`src/rtl/risc_exu_pkg.sv`:
```
package risc_exu_pkg;
  localparam int OPC_W = 6;
  localparam int FN_W  = 6;
  localparam int IDX_W = 5;
  localparam int IMM_W = 16;

  localparam logic [OPC_W-1:0] OPC_REG  = 6'd0;
  localparam logic [OPC_W-1:0] OPC_ADDI = 6'd8;
  localparam logic [OPC_W-1:0] OPC_SLTI = 6'd10;
  localparam logic [OPC_W-1:0] OPC_ANDI = 6'd12;
  localparam logic [OPC_W-1:0] OPC_ORI  = 6'd13;
  localparam logic [OPC_W-1:0] OPC_LUI  = 6'd15;

  localparam logic [FN_W-1:0] FN_SLL = 6'd0;
  localparam logic [FN_W-1:0] FN_SRL = 6'd2;
  localparam logic [FN_W-1:0] FN_ADD = 6'd32;
  localparam logic [FN_W-1:0] FN_SUB = 6'd34;
  localparam logic [FN_W-1:0] FN_AND = 6'd36;
  localparam logic [FN_W-1:0] FN_OR  = 6'd37;
  localparam logic [FN_W-1:0] FN_NOR = 6'd39;
  localparam logic [FN_W-1:0] FN_SLT = 6'd42;

  typedef enum logic [3:0] {
    XOP_ADD, XOP_SUB, XOP_AND, XOP_OR, XOP_NOR,
    XOP_SLT, XOP_SLL, XOP_SRL, XOP_LUI, XOP_NONE
  } xop_e;

  typedef enum logic [1:0] {
    SRCB_REG, SRCB_SEXT, SRCB_ZEXT
  } srcb_e;

  typedef struct packed {
    xop_e              op;
    srcb_e             srcb;
    logic [IDX_W-1:0]  dst;
    logic              bad;
  } exu_ctl_t;
endpackage

```
`src/rtl/risc_exu_decode.sv`:
```
module risc_exu_decode
  import risc_exu_pkg::*;
(
  input  logic [31:0] instr,
  output exu_ctl_t    ctl
);
  logic [OPC_W-1:0] opc_f;
  logic [FN_W-1:0]  fn_f;
  logic [IDX_W-1:0] rs_f, rt_f, rd_f;

  assign opc_f = instr[31:26];
  assign rs_f  = instr[25:21];
  assign rt_f  = instr[20:16];
  assign rd_f  = instr[15:11];
  assign fn_f  = instr[5:0];

  always_comb begin
    ctl.op   = XOP_NONE;
    ctl.srcb = SRCB_REG;
    ctl.dst  = rt_f;
    ctl.bad  = 1'b0;
    case (opc_f)
      OPC_REG: begin
        ctl.dst = rd_f;
        case (fn_f)
          FN_SLL: begin ctl.op = XOP_SLL; ctl.bad = (rs_f != '0); end
          FN_SRL: begin ctl.op = XOP_SRL; ctl.bad = (rs_f != '0); end
          FN_ADD: ctl.op = XOP_ADD;
          FN_SUB: ctl.op = XOP_SUB;
          FN_AND: ctl.op = XOP_AND;
          FN_OR:  ctl.op = XOP_OR;
          FN_NOR: ctl.op = XOP_NOR;
          FN_SLT: ctl.op = XOP_SLT;
          default: ctl.bad = 1'b1;
        endcase
      end
      OPC_ADDI: begin ctl.op = XOP_ADD; ctl.srcb = SRCB_SEXT; end
      OPC_SLTI: begin ctl.op = XOP_SLT; ctl.srcb = SRCB_SEXT; end
      OPC_ANDI: begin ctl.op = XOP_AND; ctl.srcb = SRCB_ZEXT; end
      OPC_ORI:  begin ctl.op = XOP_OR;  ctl.srcb = SRCB_ZEXT; end
      OPC_LUI:  ctl.op = XOP_LUI;
      default:  ctl.bad = 1'b1;
    endcase
  end
endmodule

```
`src/rtl/risc_exu_shift.sv`:
```
module risc_exu_shift #(
  parameter int DATA_W = 32,
  localparam int SH_W = $clog2(DATA_W)
) (
  input  logic [DATA_W-1:0] din,
  input  logic [SH_W-1:0]   amt,
  input  logic              to_right,
  output logic [DATA_W-1:0] dout
);
  logic [DATA_W-1:0] stage [0:SH_W];

  assign stage[0] = din;

  for (genvar g = 0; g < SH_W; g++) begin : g_stage
    localparam int DIST = 1 << g;
    logic [DATA_W-1:0] moved;
    assign moved = to_right ? (stage[g] >> DIST) : (stage[g] << DIST);
    assign stage[g+1] = amt[g] ? moved : stage[g];
  end

  assign dout = stage[SH_W];
endmodule

```
`src/rtl/risc_exu_alu.sv`:
```
module risc_exu_alu
  import risc_exu_pkg::*;
#(
  parameter int DATA_W = 32,
  localparam int SH_W = $clog2(DATA_W)
) (
  input  xop_e              op,
  input  logic [DATA_W-1:0] a,
  input  logic [DATA_W-1:0] b,
  input  logic [DATA_W-1:0] sh_src,
  input  logic [SH_W-1:0]   sh_amt,
  input  logic [IMM_W-1:0]  imm,
  output logic [DATA_W-1:0] y
);
  logic [DATA_W-1:0] shifted;
  logic              lt;

  risc_exu_shift #(.DATA_W(DATA_W)) shift_i (
    .din      (sh_src),
    .amt      (sh_amt),
    .to_right (op == XOP_SRL),
    .dout     (shifted)
  );

  assign lt = $signed(a) < $signed(b);

  always_comb begin
    case (op)
      XOP_ADD: y = a + b;
      XOP_SUB: y = a - b;
      XOP_AND: y = a & b;
      XOP_OR:  y = a | b;
      XOP_NOR: y = ~(a | b);
      XOP_SLT: y = {{(DATA_W-1){1'b0}}, lt};
      XOP_SLL, XOP_SRL: y = shifted;
      XOP_LUI: y = {imm, {(DATA_W-IMM_W){1'b0}}};
      default: y = '0;
    endcase
  end
endmodule

```
`src/rtl/risc_exu.sv`:
```
module risc_exu
  import risc_exu_pkg::*;
#(
  parameter int DATA_W = 32,
  localparam int SH_W = $clog2(DATA_W)
) (
  input  logic [31:0]       instr,
  input  logic [DATA_W-1:0] rs_val,
  input  logic [DATA_W-1:0] rt_val,
  output logic [DATA_W-1:0] result,
  output logic [IDX_W-1:0]  dest_idx,
  output logic              wr_en,
  output logic              illegal
);
  exu_ctl_t          ctl;
  logic [IMM_W-1:0]  imm;
  logic [DATA_W-1:0] opnd_b;
  logic [DATA_W-1:0] alu_y;

  assign imm = instr[IMM_W-1:0];

  risc_exu_decode dec_i (
    .instr (instr),
    .ctl   (ctl)
  );

  always_comb begin
    case (ctl.srcb)
      SRCB_SEXT: opnd_b = {{(DATA_W-IMM_W){imm[IMM_W-1]}}, imm};
      SRCB_ZEXT: opnd_b = {{(DATA_W-IMM_W){1'b0}}, imm};
      default:   opnd_b = rt_val;
    endcase
  end

  risc_exu_alu #(.DATA_W(DATA_W)) alu_i (
    .op     (ctl.op),
    .a      (rs_val),
    .b      (opnd_b),
    .sh_src (rt_val),
    .sh_amt (instr[6 +: SH_W]),
    .imm    (imm),
    .y      (alu_y)
  );

  assign illegal  = ctl.bad;
  assign dest_idx = ctl.dst;
  assign wr_en    = !ctl.bad && (ctl.dst != '0);
  assign result   = ctl.bad ? '0 : alu_y;
endmodule

```
`config.mk`:
```
export PLATFORM = sky130hd
export DESIGN_NAME = risc_exu
export DESIGN_NICKNAME = d
export VERILOG_FILES = /design/src/rtl/risc_exu_pkg.sv /design/src/rtl/risc_exu_decode.sv /design/src/rtl/risc_exu_shift.sv /design/src/rtl/risc_exu_alu.sv /design/src/rtl/risc_exu.sv
export SDC_FILE = /design/constraint.sdc
export NUM_CORES = 1
export LEC_CHECK = 0
export ABC_AREA = 1
export BUFFER_PORTS_ARGS = -buffer_cell sky130_fd_sc_hd__clkbuf_2
export CAP_MARGIN = 20
export CORE_UTILIZATION = 30
export DETAILED_ROUTE_END_ITERATION = 10
export GPL_TIMING_DRIVEN = 1
export RECOVER_POWER = 50
export REMOVE_ABC_BUFFERS = 1
export SLEW_MARGIN = 20
export SYNTH_ARGS = -nofsm -noshare
export SYNTH_HDL_FRONTEND = slang
export SYNTH_SLANG_ARGS = --single-unit
```
`constraint.sdc`:
```
create_clock -name vclk -period 9.6
set_clock_uncertainty 0.1 [all_clocks]
set_input_delay 0.48 -clock vclk [all_inputs]
set_output_delay 0.48 -clock vclk [all_outputs]
set_load 0.02 [all_outputs]
```
==> Word level (Yosys, flattened, before mapping) <==
Index checks and enable logic that the tools add are counted.
{ "word_totals": {"register_bits": 0} }
{ "classes": {"n_reduce_logical": 13, "n_mux": 19, "n_lt_le_gt_ge": 1, "n_addsub": 2, "n_bitwise": 3, "eq_ne": 22} }
{ "op_table": {"columns": ["op", "n"], "rows": [
  ["two-way mux 32 bit", 11],
  ["case mux 32 bit (8 select lines)", 1],
  ["case mux 32 bit (2 select lines)", 1],
  ["equality test 6 bit (second input constant)", 6],
  ["adder 32 bit", 1],
  ["AND 32 bit", 1],
  ["< comparator 32 bit", 1],
  ["NOT 32 bit", 1],
  ["OR 32 bit", 1],
  ["case mux 4 bit (8 select lines)", 1],
  ["subtractor 32 bit", 1],
  ["equality test 6 x 4 -> 1 bit (second input constant)", 5],
  ["case mux 4 bit (6 select lines)", 1],
  ["equality test 4 x 3 -> 1 bit (second input constant)", 4],
  ["zero test 6 bit", 2],
  ["nonzero test 5 bit", 2],
  ["equality test 4 x 2 -> 1 bit (second input constant)", 2],
  ["OR reduction 2 bit", 4],
  ["equality test 6 x 2 -> 1 bit (second input constant)", 1],
  ["OR reduction 6 bit", 1],
  ["two-way mux 5 bit", 1],
  ["OR reduction 5 bit", 1],
  ["equality test 4 x 1 -> 1 bit (second input constant)", 1],
  ["equality test 4 bit (second input constant)", 1],
  ["7 further kinds", 8]
]} }

==> Longest topological paths before layout <==
{ "depth": {"word_depth": 16, "depth_mapped": 32} }

==> Hierarchy <==
A second synthesis with hierarchy kept.
{ "unflattened": {"cells_unflattened": 2312, "hier_area_um2": 11138.2} }
{ "modules_own_cells": {"columns": ["module", "area_per_inst_um2", "instances", "cells_each"], "rows": [
  ["risc_exu_alu", 7133.1, 1, 1406],
  ["risc_exu_shift", 2875.3, 1, 657],
  ["risc_exu", 763.2, 1, 169],
  ["risc_exu_decode", 366.6, 1, 80]
]} }

==> Least setup slack after synthesis <==
OpenSTA, ideal clock, no wires.
{ "synth_timing": {"kind": "input to output", "from": "input instr[31]", "to": "output result[26]", "required_ns": 9.020, "slack_ns": 4.520, "t_arrival_ns": 4.500, "path_stages": 32, "cell_sequence": "nor2_4 > inv_2 > nor2_2 > nand2_1 > inv_1 > ha_1 > clkbuf_1 > inv_1 > clkbuf_1 > nand3_1 > and2_1 > inv_1 > ha_1 > inv_1 > fa_1 > inv_1 > nand3_1 > nand2_1 > nand2_1 > o211ai_1 > a21boi_1 > o21ai_1 > nand2_1 > nand2_1 > nand2_1 > o21ai_1 > nand2_1 > nand2_1 > o21ai_0 > a21oi_1 > nor2_1 > a21oi_1"} }
{ "synth_via": {"elab_chain_cells": 15, "elab_cells_between_ends": 42, "classes_between": "2 x add/sub; 15 x eq/ne; 16 x mux; 3 x bitwise; 6 x reduce/logical"} }
{ "synth_rtl": {"columns": ["element", "line_no", "source"], "rows": [
  ["start, declared", "risc_exu.sv:7", "input logic [31:0] instr,"],
  ["parallel branches: the longest is 14 deep, another holds subtractor 32 bit", null, null],
  ["two-way mux 32 bit (*)", "risc_exu.sv:48", "assign result = ctl.bad ? '0 : alu_y;"],
  ["end, declared", "risc_exu.sv:10", "output logic [DATA_W-1:0] result,"]
]} }
Every way passes the cells marked *.

==> Final worst setup path <==
{ "layout_timing": {"from": "input instr[31]", "to": "output result[7]"} }
Same word-level chain as after synthesis.

==> results by group <==
Run status
  • Outcome: finished, violations left
  • Failing checks: capacitance limit, slew limit

Drt
  • Pre-Repair DR Iteration Count: 5
  • Post-DR wirelength/cell: 20.5 µm
  • Via count: 12683
  • First DRT Iteration DRCs: 1397
  • Post-route ant nets: 0
  • Final WL: 46200 µm
  • Avg Vias per Cell: 5.65
  • Drt drc: 0

Power
  • Clock share of power: 0%
  • Switch Pwr: 0.355 mW
  • PwrDens: 50.3 nW/µm²
  • Sw Share: 70.7%
  • Static Leak: 5.19 nW
  • Tot Pwr: 0.502 mW
  • Int Pwr: 0.147 mW
  • Peak VDD IR: 0.0215 mV
  • Sequential share of power: 0%
  • Comb pwr share: 100.0%

GRT
  • GRT overflow: 0
  • First-pass GRT wire length: 68600 µm
  • Initial antenna violation count: 0
  • Number of global-route vias before repair: 11549
  • Largest net degree at the start of global routing: 69
  • Overall Global Routing Usage: 28.5%

Setup path
  • Required @ worst endpoint: 9020 ps
  • Worst Setup End Kind: primary output
  • Critical Path Source Type: input pin
  • WS Path Type: in -> out
  • CP Max Fanout: 44
  • Arr. time, crit path: 7050 ps

Cells and area
  • Share of cells above drive strength 1: 11.1%
  • Register area: 0 µm²
  • Design Area, Final: 9990 µm²
  • CLK BUF: 0
  • Final net count: 2055
  • Finished Core Util: 33.4%
  • Area Growth Syn to Fin: 8.43%
  • Non-Filler Instances: 2246
  • # diodes: 0
  • Seq cells: 0

Floorplanning
  • Core area: 30000 µm²
  • Rows: 63
  • Die ar.: 31400 µm²
  • Die height: 177 µm
  • Die Width: 177 µm
  • I/O pins: 135
  • Initial core utilization: 30.8%

Timing
  • Unrepaired setup endpoints after global routing: false
  • Final Hold Slack: 1210 ps
  • Final Setup Violations: 0
  • Final period utilization: 79.5%
  • Slew @ Worst Pin: 1990 ps
  • Final worst setup slack: 1970 ps
  • Max Clk Rate: 131 MHz
  • Post-Route Setup TNS: 0 ps
  • Final min period: 7630 ps
  • Final hold viol count: 0
  • Final Max Slew Viols: 75
  • Slew margin rel.: -33.2%

Synthesis
  • Cell variety after synth: 60
  • Seq/Total Area, Yosys: 0%
  • Count leader, synth: nand2_1
  • Largest area contributor in the netlist: nand2_1
  • Mean Syn Cell Area: 5.13 µm²
  • Post-Syn Instances: 1797
  • Synth warn: 0
  • Synth top area cells: nand2_1 22%, ha_1 13%, nand3_1 11%
  • Post-synth top area share: 21.9%
  • Post-synth top cells: 537 x nand2_1, 201 x nand3_1, 200 x inv_1
  • Synthesized area: 9210 µm²

Placement
  • Placed cell count: 2246
  • Post-DP HPWL: 37700 µm
  • Post-Place Worst Slack: 3070 ps
  • Gpl congestion: 1.04
  • Port-buffer cells: 135
  • Placed inst area: 10000 µm²

Clocking
  • CTS hold repair buffers: 0
  • Post-CTS Setup Bufs: 0
  • Post-CTS sizing: 0

Run
  • Max Cap Viol: 2

Hold path
  • Worst Hold Class: in -> out
worst paths after layout:
kind	endpoint	cells past startpoint	start
worst min-delay path	dest_idx[2]	4	instr[18]
worst max-delay path	result[7]	20	instr[31]
critical path, stage by stage:
cell      delay [ps]
clkbuf_2         100
nor2_4           130
inv_2             60
nor2_1           830
nor2_4            70
a21oi_1          260
nand2_4          310
nand2_1         1450
inv_4            110
nor2_1          1540
nand2_1          220
nand3_1          190
nand2_1           80
nand3_1          150
nand2_1           80
nand3_1          250
nand4_1          230
nor2_1           190
nor2_1            60
clkbuf_2         180
kinds of logic after synthesis:
| kind of cell | count (synthesis) | synth area share (%) |
|---|---|---|
| xor+xnor | 8 | 0.761 |
| buf+inv | 304 | 13.6 |
| fa+ha+maj | 101 | 13.9 |
| compound gates | 369 | 23.0 |
| simple gates | 1015 | 48.8 |
cell type report:
class	instances	area, µm²
multi-input combinational	1493	7930
timing repair buffer	147	751
inverter	216	826
fill	3578	20000
tap	390	488
cells in the final DEF (no fill, tap or decap), types with 3 or more instances in the layout:
| cell type | instances |
|---|---|
| a2111oi_0 | 5 |
| a211oi_1 | 4 |
| a21boi_1 | 4 |
| a21o_1 | 3 |
| a21oi_1 | 144 |
| a221oi_1 | 12 |
| a31oi_1 | 9 |
| and2_1 | 18 |
| buf_4 | 12 |
| clkbuf_1 | 12 |
| clkbuf_2 | 123 |
| clkinv_1 | 4 |
| ha_1 | 99 |
| inv_1 | 200 |
| inv_2 | 10 |
| nand2_1 | 538 |
| nand2_4 | 4 |
| nand3_1 | 200 |
| nand3_2 | 3 |
| nand4_1 | 41 |
| nor2_1 | 127 |
| nor2_2 | 5 |
| nor2_4 | 5 |
| nor3_1 | 25 |
| nor3b_1 | 3 |
| nor4_1 | 4 |
| o2111ai_1 | 5 |
| o211ai_1 | 7 |
| o21a_1 | 9 |
| o21ai_0 | 115 |
| o21ai_1 | 23 |
| o22ai_1 | 8 |
| or2_2 | 34 |
| xor2_1 | 8 |
metal layers:
metal / vias up / global-route usage, % / wire length, µm / share of wire (%)
li1: 6088 / - / - / -
met1: 5841 / 38.7 / 19900 / 43
met2: 673 / 44.7 / 19900 / 43
met3: 81 / 3.84 / 4260 / 9.2
met4: 0 / 11.7 / 2100 / 4.5
met5: - / 0 / 0 / 0
power by group through the flow:
stage | Combinational, mW | Sequential, mW | Clock, mW
floorplan | 0.313 | 0 | 0
global placement | 0.487 | 0 | 0
detailed placement | 0.486 | 0 | 0
CTS | 0.489 | 0 | 0
global route | 0.552 | 0 | 0
finish | 0.502 | 0 | 0
Note: power is estimated with default switching activity, not from simulation.
